==> src/rtl/ivq_pkg.sv <==
package ivq_pkg;

  localparam int IVQ_DEF_DEPTH = 4;
  localparam int IVQ_DEF_AW    = 16;

  // owner of the tag port in a given cycle
  typedef enum logic [1:0] {
    TP_IDLE  = 2'd0,
    TP_CORE  = 2'd1,
    TP_INVAL = 2'd2
  } tag_owner_e;

endpackage

==> src/rtl/ivq_fifo.sv <==
module ivq_fifo #(
  parameter int DEPTH = 4,
  parameter int AW    = 16
) (
  input  logic                         clk,
  input  logic                         rst_n,
  input  logic                         push,
  input  logic [AW-1:0]                push_addr,
  input  logic                         pop,
  output logic [AW-1:0]                head_addr,
  output logic [$clog2(DEPTH+1)-1:0]   cnt,
  output logic [$clog2(DEPTH+1)-1:0]   cnt_next,
  output logic                         full,
  output logic                         empty
);
  localparam int PW = (DEPTH > 1) ? $clog2(DEPTH) : 1;
  localparam int CW = $clog2(DEPTH+1);
  localparam logic [PW-1:0] LAST = PW'(DEPTH - 1);

  logic [AW-1:0] slot_q [DEPTH];
  logic [PW-1:0] wr_q, rd_q;
  logic [CW-1:0] cnt_q;

  assign full  = (cnt_q == CW'(DEPTH));
  assign empty = (cnt_q == '0);
  assign cnt   = cnt_q;
  assign head_addr = slot_q[rd_q];

  always_comb begin
    cnt_next = cnt_q;
    if (push && !pop) cnt_next = cnt_q + 1'b1;
    else if (pop && !push) cnt_next = cnt_q - 1'b1;
  end

  always_ff @(posedge clk) begin
    if (!rst_n) begin
      wr_q  <= '0;
      rd_q  <= '0;
      cnt_q <= '0;
    end else begin
      cnt_q <= cnt_next;
      if (push) wr_q <= (wr_q == LAST) ? '0 : wr_q + 1'b1;
      if (pop)  rd_q <= (rd_q == LAST) ? '0 : rd_q + 1'b1;
    end
  end

  for (genvar i = 0; i < DEPTH; i++) begin : g_slot
    always_ff @(posedge clk) begin
      if (push && wr_q == PW'(i)) slot_q[i] <= push_addr;
    end
  end

  AST_NO_OVERFLOW: assert property (@(posedge clk) disable iff (!rst_n)
    push |-> (cnt_q != CW'(DEPTH)));
  AST_NO_UNDERFLOW: assert property (@(posedge clk) disable iff (!rst_n)
    pop |-> (cnt_q != '0));
  AST_COUNT_STEP: assert property (@(posedge clk) disable iff (!rst_n)
    (cnt_q != '0) |=> ((cnt_q >= $past(cnt_q) - 1'b1) && (cnt_q <= $past(cnt_q) + 1'b1)));
endmodule

==> src/rtl/ivq_port_arb.sv <==
module ivq_port_arb
  import ivq_pkg::*;
(
  input  logic clk,
  input  logic rst_n,
  input  logic ld_req,
  input  logic ld_stall,
  input  logic have_entry,
  output logic apply,
  output tag_owner_e owner
);
  logic core_go;
  assign core_go = ld_req && !ld_stall;

  always_comb begin
    if (core_go)         owner = TP_CORE;
    else if (have_entry) owner = TP_INVAL;
    else                 owner = TP_IDLE;
  end

  assign apply = (owner == TP_INVAL);

  AST_TAG_FREE_ON_STALL: assert property (@(posedge clk) disable iff (!rst_n)
    (ld_stall && have_entry) |-> apply);
endmodule

==> src/rtl/ivq_fence.sv <==
module ivq_fence #(
  parameter int CW = 3
) (
  input  logic          clk,
  input  logic          rst_n,
  input  logic          fence_req,
  input  logic [CW-1:0] cnt,
  input  logic [CW-1:0] cnt_next,
  output logic          ld_stall
);
  logic pend_q;
  logic armed;

  assign armed    = fence_req || pend_q;
  assign ld_stall = armed && (cnt != '0);

  always_ff @(posedge clk) begin
    if (!rst_n) pend_q <= 1'b0;
    else        pend_q <= armed && (cnt_next != '0);
  end

  AST_STALL_HOLD: assert property (@(posedge clk) disable iff (!rst_n)
    ld_stall |=> (ld_stall || (cnt == '0)));
endmodule

==> src/rtl/inval_queue.sv <==
module inval_queue
  import ivq_pkg::*;
#(
  parameter int DEPTH = IVQ_DEF_DEPTH,
  parameter int AW    = IVQ_DEF_AW
) (
  input  logic          clk,
  input  logic          rst_n,
  input  logic          snp_valid,
  output logic          snp_ready,
  input  logic [AW-1:0] snp_addr,
  input  logic          ld_req,
  input  logic          fence_req,
  output logic          ld_stall,
  output logic          tag_inv_valid,
  output logic [AW-1:0] tag_inv_addr
);
  localparam int CW = $clog2(DEPTH+1);

  logic          push, pop, full, empty;
  logic [CW-1:0] cnt, cnt_next;
  logic [AW-1:0] head_addr;
  tag_owner_e    owner;

  assign snp_ready = !full;
  assign push      = snp_valid && snp_ready;

  ivq_fifo #(.DEPTH(DEPTH), .AW(AW)) u_fifo (
    .clk(clk), .rst_n(rst_n),
    .push(push), .push_addr(snp_addr),
    .pop(pop), .head_addr(head_addr),
    .cnt(cnt), .cnt_next(cnt_next),
    .full(full), .empty(empty)
  );

  ivq_fence #(.CW(CW)) u_fence (
    .clk(clk), .rst_n(rst_n),
    .fence_req(fence_req), .cnt(cnt), .cnt_next(cnt_next),
    .ld_stall(ld_stall)
  );

  ivq_port_arb u_arb (
    .clk(clk), .rst_n(rst_n),
    .ld_req(ld_req), .ld_stall(ld_stall),
    .have_entry(!empty),
    .apply(pop), .owner(owner)
  );

  assign tag_inv_valid = pop;
  assign tag_inv_addr  = head_addr;

  AST_ACK_BEFORE_TAG: assert property (@(posedge clk) disable iff (!rst_n)
    (push && empty) |-> !tag_inv_valid);
  AST_CORE_OWNS_PORT: assert property (@(posedge clk) disable iff (!rst_n)
    (ld_req && !ld_stall) |-> !tag_inv_valid);
  AST_READY_WHEN_ROOM: assert property (@(posedge clk) disable iff (!rst_n)
    (!full) |-> snp_ready);
  AST_NO_STALL_EMPTY: assert property (@(posedge clk) disable iff (!rst_n)
    empty |-> !ld_stall);
endmodule

==> config.mk <==
export PLATFORM = sky130hd
export DESIGN_NAME = inval_queue
export DESIGN_NICKNAME = d
export VERILOG_FILES = /design/src/rtl/ivq_pkg.sv /design/src/rtl/ivq_fifo.sv /design/src/rtl/ivq_port_arb.sv /design/src/rtl/ivq_fence.sv /design/src/rtl/inval_queue.sv
export SDC_FILE = /design/constraint.sdc
export NUM_CORES = 1
export LEC_CHECK = 0
export ABC_AREA = 1
export CAP_MARGIN = 20
export CORE_MARGIN = 5
export CORE_UTILIZATION = 48
export CTS_CLUSTER_SIZE = 30
export DETAILED_ROUTE_END_ITERATION = 8
export PLACE_DENSITY = 0.71
export SLEW_MARGIN = 20
export SYNTH_ARGS = -nofsm -noshare
export SYNTH_HDL_FRONTEND = slang
export SYNTH_SLANG_ARGS = --single-unit
==> constraint.sdc <==
create_clock -name clk -period 2.8 [get_ports clk]
set_clock_uncertainty 0.15 [all_clocks]
set_input_delay 0.28 -clock clk [delete_from_list [all_inputs] [get_ports clk]]
set_output_delay 0.28 -clock clk [all_outputs]
set_load 0.05 [all_outputs]
# Word-level counts from Yosys, hierarchy flattened
# Memories as Yosys holds them, arrays and structs flattened. A register that Yosys moved wholly into a read port is not among the register bits.
# Cells that the tools add are included.
dict set report word_totals {
  reg_bits 8
  latch_bits 0
  ramBits 64
  rom_bits 0
  in_bits 21
  out_inout_bits 19
  mem_count 1
}
# name depth word_bits rd rd_clocked_by_memory_dff write_ports line
set memory_table {}
lappend memory_table {u_fifo.slot_q 4 16 1 1 1 ivq_fifo.sv:20} ;# logic [AW-1:0] slot_q [DEPTH];
dict set report classes {
  add_sub_neg 4
  mul 0
  div 0
  n_lt_le_gt_ge 0
  n_eq_ne 6
  shifts 0
  mux 25
  bitwise_logic 0
  reduce_logical 22
}
# operator count
set op_table {}
lappend op_table {{2-to-1 mux 16 bit} 3}
lappend op_table {{OR reduction 16 bit} 3}
lappend op_table {{2-to-1 mux 2 bit} 9}
lappend op_table {{2-to-1 mux 1 bit} 11}
lappend op_table {{logical AND 1 bit} 10}
lappend op_table {{equality test 2 bit, second input constant} 4}
lappend op_table {{2-to-1 mux 3 bit} 2}
lappend op_table {{nonzero test 3 bit} 2}
lappend op_table {{adder 2 x 1 -> 2 bit, second input constant} 2}
lappend op_table {{logical NOT 1 bit} 4}
lappend op_table {{adder 3 x 1 -> 3 bit, second input constant} 1}
lappend op_table {{equality test 3 bit, second input constant} 1}
lappend op_table {{logical NOT 3 bit} 1}
lappend op_table {{subtractor 3 x 1 -> 3 bit, second input constant} 1}
lappend op_table {{equality test 2 x 1 -> 1 bit, second input constant} 1}
lappend op_table {{logical NOT 2 bit} 1}
lappend op_table {{logical OR 1 bit} 1}

# Depth between registers and ports, before layout
dict set report depth {
  word_depth 11
  ltp_mapped 11
  ltp_nobuf 11
}

# Cells and area by module
# From an unflattened synthesis, not the netlist that was laid out.
dict set report hier_totals {
  cells_unflattened 246
  area_unflattened_um2 2994.1
}
# module instances cells_each area_each_um2 seq_area_each_um2
set by_module_without_submodules {}
lappend by_module_without_submodules {ivq_fifo 1 224 2877.8 2102.0}
lappend by_module_without_submodules {ivq_fence 1 11 60.1 20.0}
lappend by_module_without_submodules {ivq_port_arb 1 7 38.8 0.0}
lappend by_module_without_submodules {inval_queue 1 4 17.5 0.0}

# Worst setup path before layout
# No wires, ideal clock.
dict set report synth_timing {
  path_type {register to register}
  startpoint {register u_fifo.cnt_q[0], in the netlist u_fifo.cnt[0]}
  endpoint {memory u_fifo.slot_q[0][0] (enable)}
  setup_ps 389
  arrival_ps 1956
  required_ps 2261
  setup_slack_ps 305
  path_stages_with_launch 7
  path_buffers 1
  cell_sequence {dfxtp_1 > inv_1 > ha_1 > nand2_1 > nand2_2 > buf_6 > nor2_1}
}
dict set report synth_between {
  elab_chain_len 10
  elab_cells_between_ends 24
}
# element line
set synth_rtl {}
lappend synth_rtl {{from (decl)} ivq_fifo.sv:22} ;# logic [CW-1:0] cnt_q;
lappend synth_rtl {{from (signal assigned)} ivq_fifo.sv:41} ;# cnt_q <= cnt_next;
lappend synth_rtl {{equality test 3 bit *} ivq_fifo.sv:24} ;# assign full = (cnt_q == CW'(DEPTH));
lappend synth_rtl {{logical NOT 1 bit *} inval_queue.sv:25} ;# assign snp_ready = !full;
lappend synth_rtl {{via snp_ready} inval_queue.sv:10} ;# output logic snp_ready,
lappend synth_rtl {{logical AND 1 bit *} inval_queue.sv:26} ;# assign push = snp_valid && snp_ready;
lappend synth_rtl {{logical AND 1 bit} ivq_fifo.sv:49} ;# if (push && wr_q == PW'(i)) slot_q[i] <= push_addr;
lappend synth_rtl {{2-to-1 mux 1 bit} ivq_fifo.sv:49}
lappend synth_rtl {{2-to-1 mux 1 bit (not written as such)} ivq_fifo.sv:49}
lappend synth_rtl {{OR reduction 16 bit (no line)} n/a}
lappend synth_rtl {{2-to-1 mux 2 bit (no line) / 2-to-1 mux 1 bit (equally long branches) (3 in a row)} n/a}
lappend synth_rtl {{to (decl)} ivq_fifo.sv:20}
# Mark *: on every way through the listed nets, which the timed path passes. The rest lies on a longest branch.

# Worst setup path after layout
dict set report layout_timing {
  startpoint {register u_fifo.cnt_q[0], in the netlist u_fifo.cnt[0]}
  endpoint {output port ld_stall}
}
dict set report layout_between {
  elab_chain_len 2
}
# element line
set layout_rtl {}
lappend layout_rtl {{nonzero test 3 bit} ivq_fence.sv:15} ;# assign ld_stall = armed && (cnt != '0);
lappend layout_rtl {{logical AND 1 bit} ivq_fence.sv:15}
lappend layout_rtl {{to (decl)} inval_queue.sv:14} ;# output logic ld_stall,
# No other way between the ends.

==> results.yml <==
routing:
  vias: 1862
  vias_per_cell: 5.13
  remaining_drc_errors: 0
  first_pass_iters: 4
  drtIter0Drc: 158
  routedWlPerCell_um: 15.2
  wl_um: 5520
  ant_nets: 0
synth:
  async_reset_ff_frac: 0
  synth_area_leaders: "edfxtp_1 (66%), dfxtp_1 (6.8%), o21ai_0 (6.1%), nor2_1 (5.2%), ha_1 (3.4%)"
  synth_simple_gate_area_frac: 0.0943
  yosys.area.top_type: "edfxtp_1"
  ys_ff_latch: 74
  synthFlopType: "edfxtp_1"
  yosysMostFrequentCell: "edfxtp_1"
  synth_fp_nets: 262
  synth_xor_area_frac: 0
  synth_edf_count: 64
  synthCells: 233
  ys_types: 17
  muxShareOfSynthArea: 0
  yosys_warnings: 0
  synth-compound-area-share: 0.112
  ys_seq_area_frac: 0.724
  synth_top_area_share: 0.656
  synth_area_um2: 2930
  synthTopCellsByCount: "edfxtp_1 (64), nor2_1 (41), o21ai_0 (36)"
  synthAdderAreaFrac: 0.0341
  syn_avg_cell_area_um2: 12.6
  synth_top_family_by_area: "compound AO/OA/AOI/OAI gates"
finish:
  fill_cells: 484
  design_area_um2: 3620
  nets: 312
  layout.cells.non_filler: 363
  multi_input_comb_area_um2: 704
  register_area_um2: 2120
  diodes: 0
  syn_to_final_growth_pct: 23.5
  drive_gt1_frac: 0.156
job:
  max_cap_violations: 0
run_status:
  status: "completed"
global_routing:
  top_usage_layer: "met2"
  grt_max_degree: 33
  grtUsageMet1: 0.188
  gr-usage-all-layers: 0.159
  antenna_found_initial: 0
  met2_usage: 0.255
  grt_pass1_vias: 1853
  grt_util_met3: 0.0527
  grt_pass1_wl_um: 8890
  gr-total-overflow: 0
sta:
  fmax_mhz: 415
  worst_slack_ns: 0.390
  relSlewSlack: 0.660
  fin_setup_tns_ns: 0
  fin_crit_ns: 2.41
  min_period_over_period: 0.861
  worst_pin_slew_ns: 0.510
  rsz0062_at_grt: "no"
  report.final.slew_viol_count: 0
  hold_viol: 0
  whs_ns: 0.371
  finalSetupViolCount: 0
clock_tree:
  clk_latency_ns: 0.34
  htreeDepth: 3
  root_buffer: "clkbuf_8"
  clk_pin_slew_ns: 0.08
  cts_made_buffers: 9
  cts_setup_buffers: 0
  postCtsHoldBufs: 0
  cts_tree: "yes"
  cts_buffer_depth: 2
  clkSinkCount: 74
critical_path:
  crit_slowest_cell: "clkdlybuf4s50_1"
  cp_slowest_stage_delay_ns: 0.82
  arrival_ns: 1.98
  path_class: "register to primary output"
  end_kind: "primary output"
  reg2regPathDepth: 11
  startpoint_type: "register"
  path_cells: "inv_1 -> ha_1 -> a21oi_1 -> clkdlybuf4s50_1"
  critical_path.max_fanout: 3
  cp.required_ns: 2.37
die:
  row_count: 28
  fp.dieArea_um2: 7770
  fp.dieH_um: 88.2
  die_x_um: 88.2
  core_region_area_um2: 5920
  ios: 40
  start_util: 0.495
pwr:
  powerDensity_nw_per_um2: 1200
  leakage_uw: 0.00136
  peakVddDrop_mv: 0.711
min_path:
  hold_depth: 2
  hp-class: "register to register"
place:
  dp_cells: 347
  dpl_cell_area_um2: 3400
  place.port_buffers: 39
  routabilityCongestion: 0.902
  dp_slack_ns: 0.429
  hpwl_um: 3450
==> metrics by stage <==
stage | utilization | power [µW]
6_report | 0.612 | 4350
5_1_grt | 0.612 | 4600
4_1_cts | 0.611 | 4390
3_5_place_dp | 0.575 | 3490
3_3_place_gp | 0.575 | 3460
2_1_floorplan | - | 2870
==> kinds of logic (layout without fill, tap and decap cells) <==
logic type,count (synthesis),count (layout)
buf+inv,26,81
compound gates,60,60
flops,74,74
simple gates,65,65
fa+ha+maj,8,8
==> timing repair <==
action,in CTS,in global routing
resized for setup,0,1
endpoints found under the setup margin,0,1
endpoints found under the hold margin,0,0
==> power breakdown <==
group          leakage, µW  internal [µW]  switching, µW
clock network     0.000103            500            390
registers         0.000670           1360           73.1
logic             0.000583            588           1440
total              0.00136           2450           1900
==> final cells by class <==
class,instances,share of cell area
sequential,74,0.586
multi-input combinational,133,0.195
timing repair buffer,48,0.116
clock buffer,9,0.0342
tap,75,0.0259
clock inverter,7,0.0256
inverter,17,0.0176
==> path summary, 6_finish.rpt <==
check	start	to	slack [ns]
setup reg to reg	u_fifo.cnt[0]$_SDFF_PN0_	u_fence.pend_q$_SDFF_PN0_	0.98
hold reg to reg	u_fifo.rd_q[1]$_SDFFE_PN0N_	u_fifo.rd_q[1]$_SDFFE_PN0N_	0.37
setup / recovery	u_fifo.cnt[0]$_SDFF_PN0_	ld_stall	0.39
hold / removal	u_fifo.rd_q[1]$_SDFFE_PN0N_	u_fifo.rd_q[1]$_SDFFE_PN0N_	0.37
==> worst max-delay path, delay by kind of cell (launching register included) <==
family,cells,cell delay (ns)
DFF,1,0.36
buffers and inverters,2,0.91
AOI/OAI and AO/OA,1,0.15
adders and majority gates,1,0.23
==> state kept, by name, indices dropped and copies added (netlist names), named ones only <==
name            count
u_fifo.rd_q         2
u_fence.pend_q      1
u_fifo.cnt          3
u_fifo.slot_q      64
u_fifo.wr_q         2
==> cell usage in the layout, fill, tap and decap left out, types with 2 or more instances in the layout <==
master,synthesis,final
o22ai_1,16,16
dfxtp_1,10,10
nor2_1,41,41
ha_1,8,8
clkinvlp_4,0,2
nand2_2,4,4
o21ai_0,36,36
buf_4,0,25
bufinv_16,0,2
nand3_1,5,5
a21oi_1,6,6
clkbuf_8,0,9
edfxtp_1,64,64
clkdlybuf4s50_1,0,22
inv_1,17,17
nand2_1,13,13
==> routing by layer <==
| metal | vias up | part of all wire |
|---|---|---|
| li1 | 938 | - |
| met1 | 869 | 0.44 |
| met2 | 44 | 0.48 |
| met3 | 11 | 0.060 |
| met4 | 0 | 0.019 |
| met5 | - | 0 |
No activity file was read; power rests on OpenSTA's default activity.
